`config.mk`:
```
export PLATFORM = sky130hd
export DESIGN_NAME = rst_release_seq
export DESIGN_NICKNAME = d
export VERILOG_FILES = /design/src/rtl/rsq_pkg.sv /design/src/rtl/rsq_sync2.sv /design/src/rtl/rsq_stable_timer.sv /design/src/rtl/rst_release_seq.sv
export SDC_FILE = /design/constraint.sdc
export NUM_CORES = 1
export LEC_CHECK = 0
export ABC_AREA = 1
export BUFFER_PORTS_ARGS = -buffer_cell sky130_fd_sc_hd__buf_2
export CAP_MARGIN = 20
export CORE_MARGIN = 2
export CORE_UTILIZATION = 30
export CTS_BUF_LIST = sky130_fd_sc_hd__clkbuf_4
export CTS_CLUSTER_DIAMETER = 60
export CTS_CLUSTER_SIZE = 24
export DETAILED_ROUTE_END_ITERATION = 10
export GPL_TIMING_DRIVEN = 0
export HOLD_SLACK_MARGIN = 0.03
export PLACE_DENSITY = 0.59
export SETUP_SLACK_MARGIN = 0.2
export SLEW_MARGIN = 20
export SYNTH_ARGS = -nofsm -noshare
export SYNTH_HDL_FRONTEND = slang
export SYNTH_SLANG_ARGS = --single-unit
```
`constraint.sdc`:
```
create_clock -name clk -period 1.5 [get_ports clk]
set_input_delay 0 -clock clk [delete_from_list [all_inputs] [get_ports clk]]
set_output_delay 0 -clock clk [all_outputs]
set_load 0.005 [all_outputs]
```
`src/rtl/rsq_pkg.sv`:
```
package rsq_pkg;
  localparam int CAUSE_W   = 3;
  localparam int CAUSE_POR = 0;
  localparam int CAUSE_PIN = 1;
  localparam int CAUSE_LVD = 2;

  // saturating increment used by every cycle timer
  function automatic int unsigned sat_next(int unsigned cur, int unsigned lim);
    return (cur >= lim) ? lim : cur + 1;
  endfunction

  // all three release conditions at once
  function automatic logic release_ok(logic init_done, logic lvd_done,
                                      logic pin_hi, logic pin_hold);
    return init_done & lvd_done & pin_hi & ~pin_hold;
  endfunction

  // sticky flags: clear selected bits, then OR in events (set wins)
  function automatic logic [CAUSE_W-1:0] next_flags(logic [CAUSE_W-1:0] cur,
                                                    logic [CAUSE_W-1:0] set,
                                                    logic [CAUSE_W-1:0] clr);
    return (cur & ~clr) | set;
  endfunction
endpackage

```
`src/rtl/rsq_sync2.sv`:
```
module rsq_sync2 #(
  parameter bit RST_VAL = 1'b0
) (
  input  logic clk,
  input  logic arst_n,
  input  logic d,
  output logic q
);
  logic s1;

  always_ff @(posedge clk or negedge arst_n) begin
    if (!arst_n) begin
      s1 <= RST_VAL;
      q  <= RST_VAL;
    end else begin
      s1 <= d;
      q  <= s1;
    end
  end
endmodule

```
`src/rtl/rsq_stable_timer.sv`:
```
module rsq_stable_timer #(
  parameter int unsigned LIMIT = 8
) (
  input  logic clk,
  input  logic arst_n,
  input  logic go,
  output logic done
);
  import rsq_pkg::*;
  localparam int CW = $clog2(LIMIT + 1);

  logic [CW-1:0] cnt;

  always_ff @(posedge clk or negedge arst_n) begin
    if (!arst_n)  cnt <= '0;
    else if (!go) cnt <= '0;
    else          cnt <= CW'(sat_next(32'(cnt), LIMIT));
  end

  assign done = go && (cnt == CW'(LIMIT));

  // completion needs the qualifying input in the previous cycle too
  done_needs_go_chk: assert property (@(posedge clk) disable iff (!arst_n)
    done |-> $past(go));
endmodule

```
`src/rtl/rst_release_seq.sv`:
```
module rst_release_seq #(
  parameter int unsigned INIT_CYC = 8,
  parameter int unsigned LVD_REL  = 5,
  parameter int unsigned PIN_MIN  = 3
) (
  input  logic       clk,
  input  logic       por_ok,
  input  logic       rst_pin_n,
  input  logic       lvd_ok,
  input  logic       clr_we,
  input  logic [2:0] clr_mask,
  output logic       sys_rst_n,
  output logic [2:0] cause_flags
);
  import rsq_pkg::*;

  logic pin_s, lvd_s, lvd_prev;
  logic init_done, lvd_done, pin_hold;
  logic lvd_fall, rel_ok, run_hold;
  logic [CAUSE_W-1:0] flag_set, flag_clr;

  rsq_sync2 #(.RST_VAL(1'b1)) u_pin_sync (
    .clk(clk), .arst_n(por_ok), .d(rst_pin_n), .q(pin_s));
  rsq_sync2 #(.RST_VAL(1'b0)) u_lvd_sync (
    .clk(clk), .arst_n(por_ok), .d(lvd_ok), .q(lvd_s));

  rsq_stable_timer #(.LIMIT(INIT_CYC)) u_init_tmr (
    .clk(clk), .arst_n(por_ok), .go(1'b1), .done(init_done));
  rsq_stable_timer #(.LIMIT(LVD_REL)) u_lvd_tmr (
    .clk(clk), .arst_n(por_ok), .go(lvd_s), .done(lvd_done));
  rsq_stable_timer #(.LIMIT(PIN_MIN)) u_pin_filt (
    .clk(clk), .arst_n(por_ok), .go(~pin_s), .done(pin_hold));

  always_ff @(posedge clk or negedge por_ok) begin
    if (!por_ok) lvd_prev <= 1'b0;
    else         lvd_prev <= lvd_s;
  end

  assign lvd_fall = lvd_prev & ~lvd_s;
  assign rel_ok   = release_ok(init_done, lvd_done, pin_s, pin_hold);
  assign run_hold = pin_hold | ~lvd_done;

  always_ff @(posedge clk or negedge por_ok) begin
    if (!por_ok)        sys_rst_n <= 1'b0;
    else if (sys_rst_n) sys_rst_n <= ~run_hold;
    else                sys_rst_n <= rel_ok;
  end

  always_comb begin
    flag_set            = '0;
    flag_set[CAUSE_PIN] = pin_hold;
    flag_set[CAUSE_LVD] = lvd_fall;
    flag_clr            = clr_we ? clr_mask : '0;
  end

  always_ff @(posedge clk or negedge por_ok) begin
    if (!por_ok) cause_flags <= 3'b001;
    else         cause_flags <= next_flags(cause_flags, flag_set, flag_clr);
  end

  // the initialization interval, once over, never restarts without a cold reset
  init_sticky_chk: assert property (@(posedge clk) disable iff (!por_ok)
    !$fell(init_done));

  // reset is held until every release condition is met
  hold_until_ready_chk: assert property (@(posedge clk) disable iff (!por_ok)
    (!sys_rst_n && !rel_ok) |=> !sys_rst_n);

  // a filtered pin low while running enters reset and records the pin cause
  pin_enter_chk: assert property (@(posedge clk) disable iff (!por_ok)
    (sys_rst_n && pin_hold) |=> (!sys_rst_n && cause_flags[CAUSE_PIN]));

  // a low-voltage drop enters reset and records its cause
  lvd_enter_chk: assert property (@(posedge clk) disable iff (!por_ok)
    lvd_fall |=> (!sys_rst_n && cause_flags[CAUSE_LVD]));

  // the power-on flag has no set source after a cold start, so a clear sticks
  por_clear_chk: assert property (@(posedge clk) disable iff (!por_ok)
    (clr_we && clr_mask[CAUSE_POR]) |=> !cause_flags[CAUSE_POR]);
endmodule

```
Word-level counts from Yosys, hierarchy flattened
Index checks and enable logic that the tools add are counted.
{ "classes": {"muxes": 7, "n_lt_le_gt_ge": 3, "n_reduce_logical": 2, "bitwise_logic": 13, "n_eq_ne": 3, "n_addsub": 3} }
{ "op_table": {"columns": ["operator", "n"], "rows": [
  ["two-way mux 3 bit", 3],
  ["inverter 1 bit", 5],
  ["adder 4 x 1 -> 4 bit (second input constant)", 1],
  ["AND 1 bit", 4],
  ["== test 4 bit (second input constant)", 1],
  [">= comparator 4 bit (second input constant)", 1],
  ["two-way mux 2 bit", 2],
  ["two-way mux 4 bit", 1],
  ["adder 3 x 1 -> 3 bit (second input constant)", 1],
  ["AND 3 bit", 1],
  ["== test 3 bit (second input constant)", 1],
  [">= comparator 3 bit (second input constant)", 1],
  ["inverter 3 bit", 1],
  ["OR 3 bit", 1],
  ["adder 2 x 1 -> 2 bit (second input constant)", 1],
  ["== test 2 bit (second input constant)", 1],
  [">= comparator 2 bit (second input constant)", 1],
  ["logical AND 1 bit", 2],
  ["two-way mux 1 bit", 1],
  ["OR 1 bit", 1]
]} }
{ "word_totals": {"elab_cells": 41, "register_bits": 18, "out_inout_bits": 4, "inputBits": 8} }

Depth between registers and ports, before layout
{ "depth": {"ltp_word": 6, "mapped_depth": 8, "mapped_depth_nobuf": 8} }

Cells and area by module
From an unflattened synthesis, not the netlist that was laid out.
{ "hier_totals": {"hier_cells": 80, "hier_area_um2": 749.5} }
{ "by_module_without_submodules": {"columns": ["mod", "area_each_um2", "seq_area_each_um2", "cells_each", "instances"], "rows": [
  ["rsq_stable_timer (u_init_tmr)", 197.7, 100.1, 23, 1],
  ["rst_release_seq", 195.2, 126.4, 21, 1],
  ["rsq_stable_timer (u_lvd_tmr)", 176.4, 75.1, 23, 1],
  ["rsq_stable_timer (u_pin_filt)", 77.6, 50.0, 9, 1],
  ["rsq_sync2 (u_pin_sync)", 52.6, 52.6, 2, 1],
  ["rsq_sync2 (u_lvd_sync)", 50.0, 50.0, 2, 1]
]} }

Least setup slack after synthesis
Ideal clock, no wire load.
{ "synth_timing": {"path_type": "register to register", "from": "register u_lvd_tmr.cnt[0]", "to": "register u_lvd_tmr.cnt[2]", "setup_slack_ns": 0.527, "synth_period_minus_slack_ns": 0.973, "setup_time_ns": 0.117, "t_arrival_ns": 0.855, "path_buffers": 0, "path_stages_with_launch": 6, "t_required_ns": 1.383, "path_cell_list": "dfrtp_1 > ha_1 > inv_1 > nand2_1 > o21ai_1 > inv_1"} }
{ "synth_between": {"elab_chain_cells": 3, "elab_cells_between_ends": 4, "classes_between": "add/sub: 1; order compare: 1; mux: 2"} }
{ "synth_lines": {"columns": ["item", "line_no", "text"], "rows": [
  ["start: declaration", "rsq_stable_timer.sv:12", "logic [CW-1:0] cnt;"],
  ["start signal: assignment", "rsq_stable_timer.sv:17", "else cnt <= CW'(sat_next(32'(cnt), LIMIT));"],
  ["adder 3 x 1 -> 3 bit or >= comparator 3 bit (tied branches)", "rsq_pkg.sv:9", "return (cur >= lim) ? lim : cur + 1;"],
  ["two-way mux 3 bit *", "rsq_pkg.sv:9", null],
  ["two-way mux 3 bit *", "rsq_stable_timer.sv:16", "else if (!go) cnt <= '0;"]
]} }
Every way passes the cells marked *; elsewhere a longest branch is shown, timed or not.

Final worst setup path
{ "layout_timing": {"from": "input clr_we", "to": "register cause_flags[2]"} }
{ "layout_between": {"elab_chain_cells": 4} }
{ "layout_lines": {"columns": ["item", "line_no", "text"], "rows": [
  ["start: declaration", "rst_release_seq.sv:10", "input logic clr_we,"],
  ["two-way mux 3 bit", "rst_release_seq.sv:53", "flag_clr = clr_we ? clr_mask : '0;"],
  ["inverter 3 bit", "rsq_pkg.sv:22", "return (cur & ~clr) | set;"],
  ["AND 3 bit", "rsq_pkg.sv:22", null],
  ["OR 3 bit", "rsq_pkg.sv:22", null],
  ["end signal: assignment", "rst_release_seq.sv:58", "else cause_flags <= next_flags(cause_flags, flag_set, flag_clr);"],
  ["end: declaration", "rst_release_seq.sv:13", "output logic [2:0] cause_flags"]
]} }
No other way between the ends.

==> metrics <==
number of nets in the layout around 110; Reg2Reg Depth 5; DRT Pass-1 Iters 3; worst endpoint required time 1.69 ns; Reg2Reg Setup Slack roughly 0.46 ns; Inserted Clock Buffers 3; synthesized area around 720 µm²; first-pass GRT wire length about 2.0 mm; Final TNS setup 0 ns; Clock Latency Late Sink 0.29 ns; Max VDD drop around 0.44 mV; GP Congestion 0.668; postcts setup bufs 0; Final min period 1.22 ns; final hold violations 0; vias in the first global route approximately 500; sequential power share 0.615; normalized max-slew margin 0.747; TritonCTS clock tree done; pre-CTS WS roughly 0.46 ns; Area Growth Syn to Fin 28.6%; leakage 0.464 nW; RR Startpoint u_lvd_tmr.cnt[0]$_DFF_PN0_; crit-path most repeated cell dlygate4sd3_1; Ant. Diodes 0; max-slew violations 0; RR Endpoint u_lvd_tmr.cnt[2]$_DFF_PN0_; syn nets 81; post-route ant nets 0; RSZ-0062 raised after global routing false; # fillers 234; type of element capturing the critical path flop; critical path peak fanout 3; max cap viols 0; sequential area share after synthesis 0.629; Post-Syn Instances 69; Ports 12; most common cell after layout, fill and taps aside dfrtp_1; Worst path max stage delay 0.55 ns; Final Skew 0.00352 ns; Core Area roughly 2200 µm²; Worst-Margin Slew 0.380 ns; final core utilization 0.416; Worst path slowest cell dlygate4sd3_1; Sw Share 0.239; H-tree Lvls 1; I/O Buffers 11; Netlist cell types 16; Pwr Density a little over 900 nW/µm²; startpoint types input port; global-route usage over all layers 0.102; clk sink count 18; WP data arrival 1.41 ns; Root Buffer clkbuf_4; final routed DRC violation total 0; critical path class in -> reg; Clk pwr share 0.284; syn avg cell area 10.5 µm²; Pint about 0.00065 W; net switching power 0.000206 W; Die Y ~53 µm; maximum clock rate 0.822 GHz; initial antenna violation count 0; largest net degree at the start of global routing 19; layout cells sized above 1 0.247; HP Class in -> async; outcome complete, no violations; Via Count 496; CTS Buffer Depth 2; Clock transition at path regs around 0.1 ns; Die ar. 2810 µm²; commonest non-fill, non-tap cells in the layout 15 x dfrtp_1, 14 x nand2_1, 12 x nor2_1, 11 x buf_2, 9 x dlygate4sd3_1; Post-Route WL between 1 and 1.5 mm; grt ovf 0; Rows 17; final worst-path cycle share 0.811; number of synthesized register bits 18; Post-DP HPWL 764 µm; post-DR wirelength/cell slightly above 9 µm; DRT iter0 DRCs 1; Cell Chain, Critical Path dlygate4sd3_1 -> buf_2 -> nand2_1 -> dlygate4sd3_1 -> a22o_1; final worst slack 0.283 ns; via-per-instance ratio 4.10; warnings from Yosys 0; starting density of the core 0.323; logic gate share of total power 0.100; die width 53.1 µm; setup violators final 0
## metrics by stage
step	hold WS (ns)	instance area (µm²)	std cells	total power (W)
after floorplan	-0.296	722	69	0.000574
after global placement	-0.0517	812	108	0.000606
after detailed placement	-0.0529	812	108	0.000610
after CTS	0.152	928	121	0.000873
after global routing	0.185	928	121	0.000903
final	0.144	928	121	0.000860
## power groups by stage
stage	Sequential [W]	Combinational (W)	Clock, W
6_report	0.000529	0.0000862	0.000245
5_1_grt	0.000534	0.000102	0.000267
2_1_floorplan	0.000537	0.0000378	0
3_5_place_dp	0.000539	0.0000701	0
4_1_cts	0.000530	0.0000885	0.000254
3_3_place_gp	0.000538	0.0000679	0
## worst max-delay path: cells and delay by family
kind / cells / cell delay [ns]
AOI/OAI and AO/OA: 1 / 0.18
buffers and inverters: 3 / 1.19
and+or+nand+nor: 1 / 0.04
## routing by layer
layer | share of wire | global-route usage | up-vias
met1 | 0.45 | 0.109 | 226
met2 | 0.46 | 0.173 | 13
met4 | 0.024 | 0.0769 | 0
met5 | 0 | 0 | -
met3 | 0.058 | 0.0254 | 4
li1 | - | - | 253
## Yosys cell counts, drive strengths merged
| cell | instances | area, µm² |
|---|---|---|
| o21ai | 1 | 5.00 |
| xnor2 | 1 | 8.76 |
| inv | 11 | 41.3 |
| nand2 | 14 | 52.6 |
| a21oi | 2 | 10.0 |
| dfrtp | 15 | 375 |
| ha | 4 | 50.1 |
| nand3 | 1 | 5.00 |
| bufinv | 1 | 17.5 |
| a22o | 1 | 8.76 |
| dfstp | 3 | 78.8 |
| nor2 | 13 | 51.3 |
| a21boi | 1 | 7.51 |
| nor3 | 1 | 10.0 |
## area by class of cell
type	instances	area (µm²)	share of cell area
clock buffer	3	22.5	0.0243
multi-input combinational	39	209	0.225
inverter	12	58.8	0.0633
tap	28	35.0	0.0377
sequential	18	454	0.489
clock inverter	1	3.75	0.00404
timing repair buffer	20	145	0.156
## sequential cells by signal, indices dropped and copies added, names as in the netlist
signal          cells
u_lvd_tmr.cnt       3
u_pin_filt.cnt      2
cause_flags         3
u_pin_sync.q        1
u_lvd_sync.s1       1
u_pin_sync.s1       1
u_init_tmr.cnt      4
sys_rst_n           1
lvd_prev            1
u_lvd_sync.q        1
## kinds of logic (layout without fill, tap and decap cells)
family / Yosys count / count (layout) / share of synthesized area
buffers and inverters: 12 / 36 / 0.0815
and+or+nand+nor: 29 / 29 / 0.165
xor gates and xnor gates: 1 / 1 / 0.0121
AOI/OAI and AO/OA: 5 / 5 / 0.0433
adders and majority gates: 4 / 4 / 0.0693
DFF: 18 / 18 / 0.629
## worst max path at each step
stage	start	end	cells after the start
5_1_grt	clr_we	cause_flags[2]$_DFF_PN0_	5
4_1_cts	clr_we	cause_flags[2]$_DFF_PN0_	5
2_1_floorplan	u_lvd_tmr.cnt[0]$_DFF_PN0_	u_lvd_tmr.cnt[2]$_DFF_PN0_	5
3_5_place_dp	u_lvd_tmr.cnt[0]$_DFF_PN0_	u_lvd_tmr.cnt[2]$_DFF_PN0_	5
3_3_place_gp	u_lvd_tmr.cnt[0]$_DFF_PN0_	u_lvd_tmr.cnt[2]$_DFF_PN0_	5
6_report	clr_we	cause_flags[2]$_DFF_PN0_	5
## timing repair
action                    in CTS  in global routing
hold buffers                   9                  0
hold endpoints to repair      23                  0
resized for setup              0                  0
Note: power is estimated with default switching activity, not from simulation.
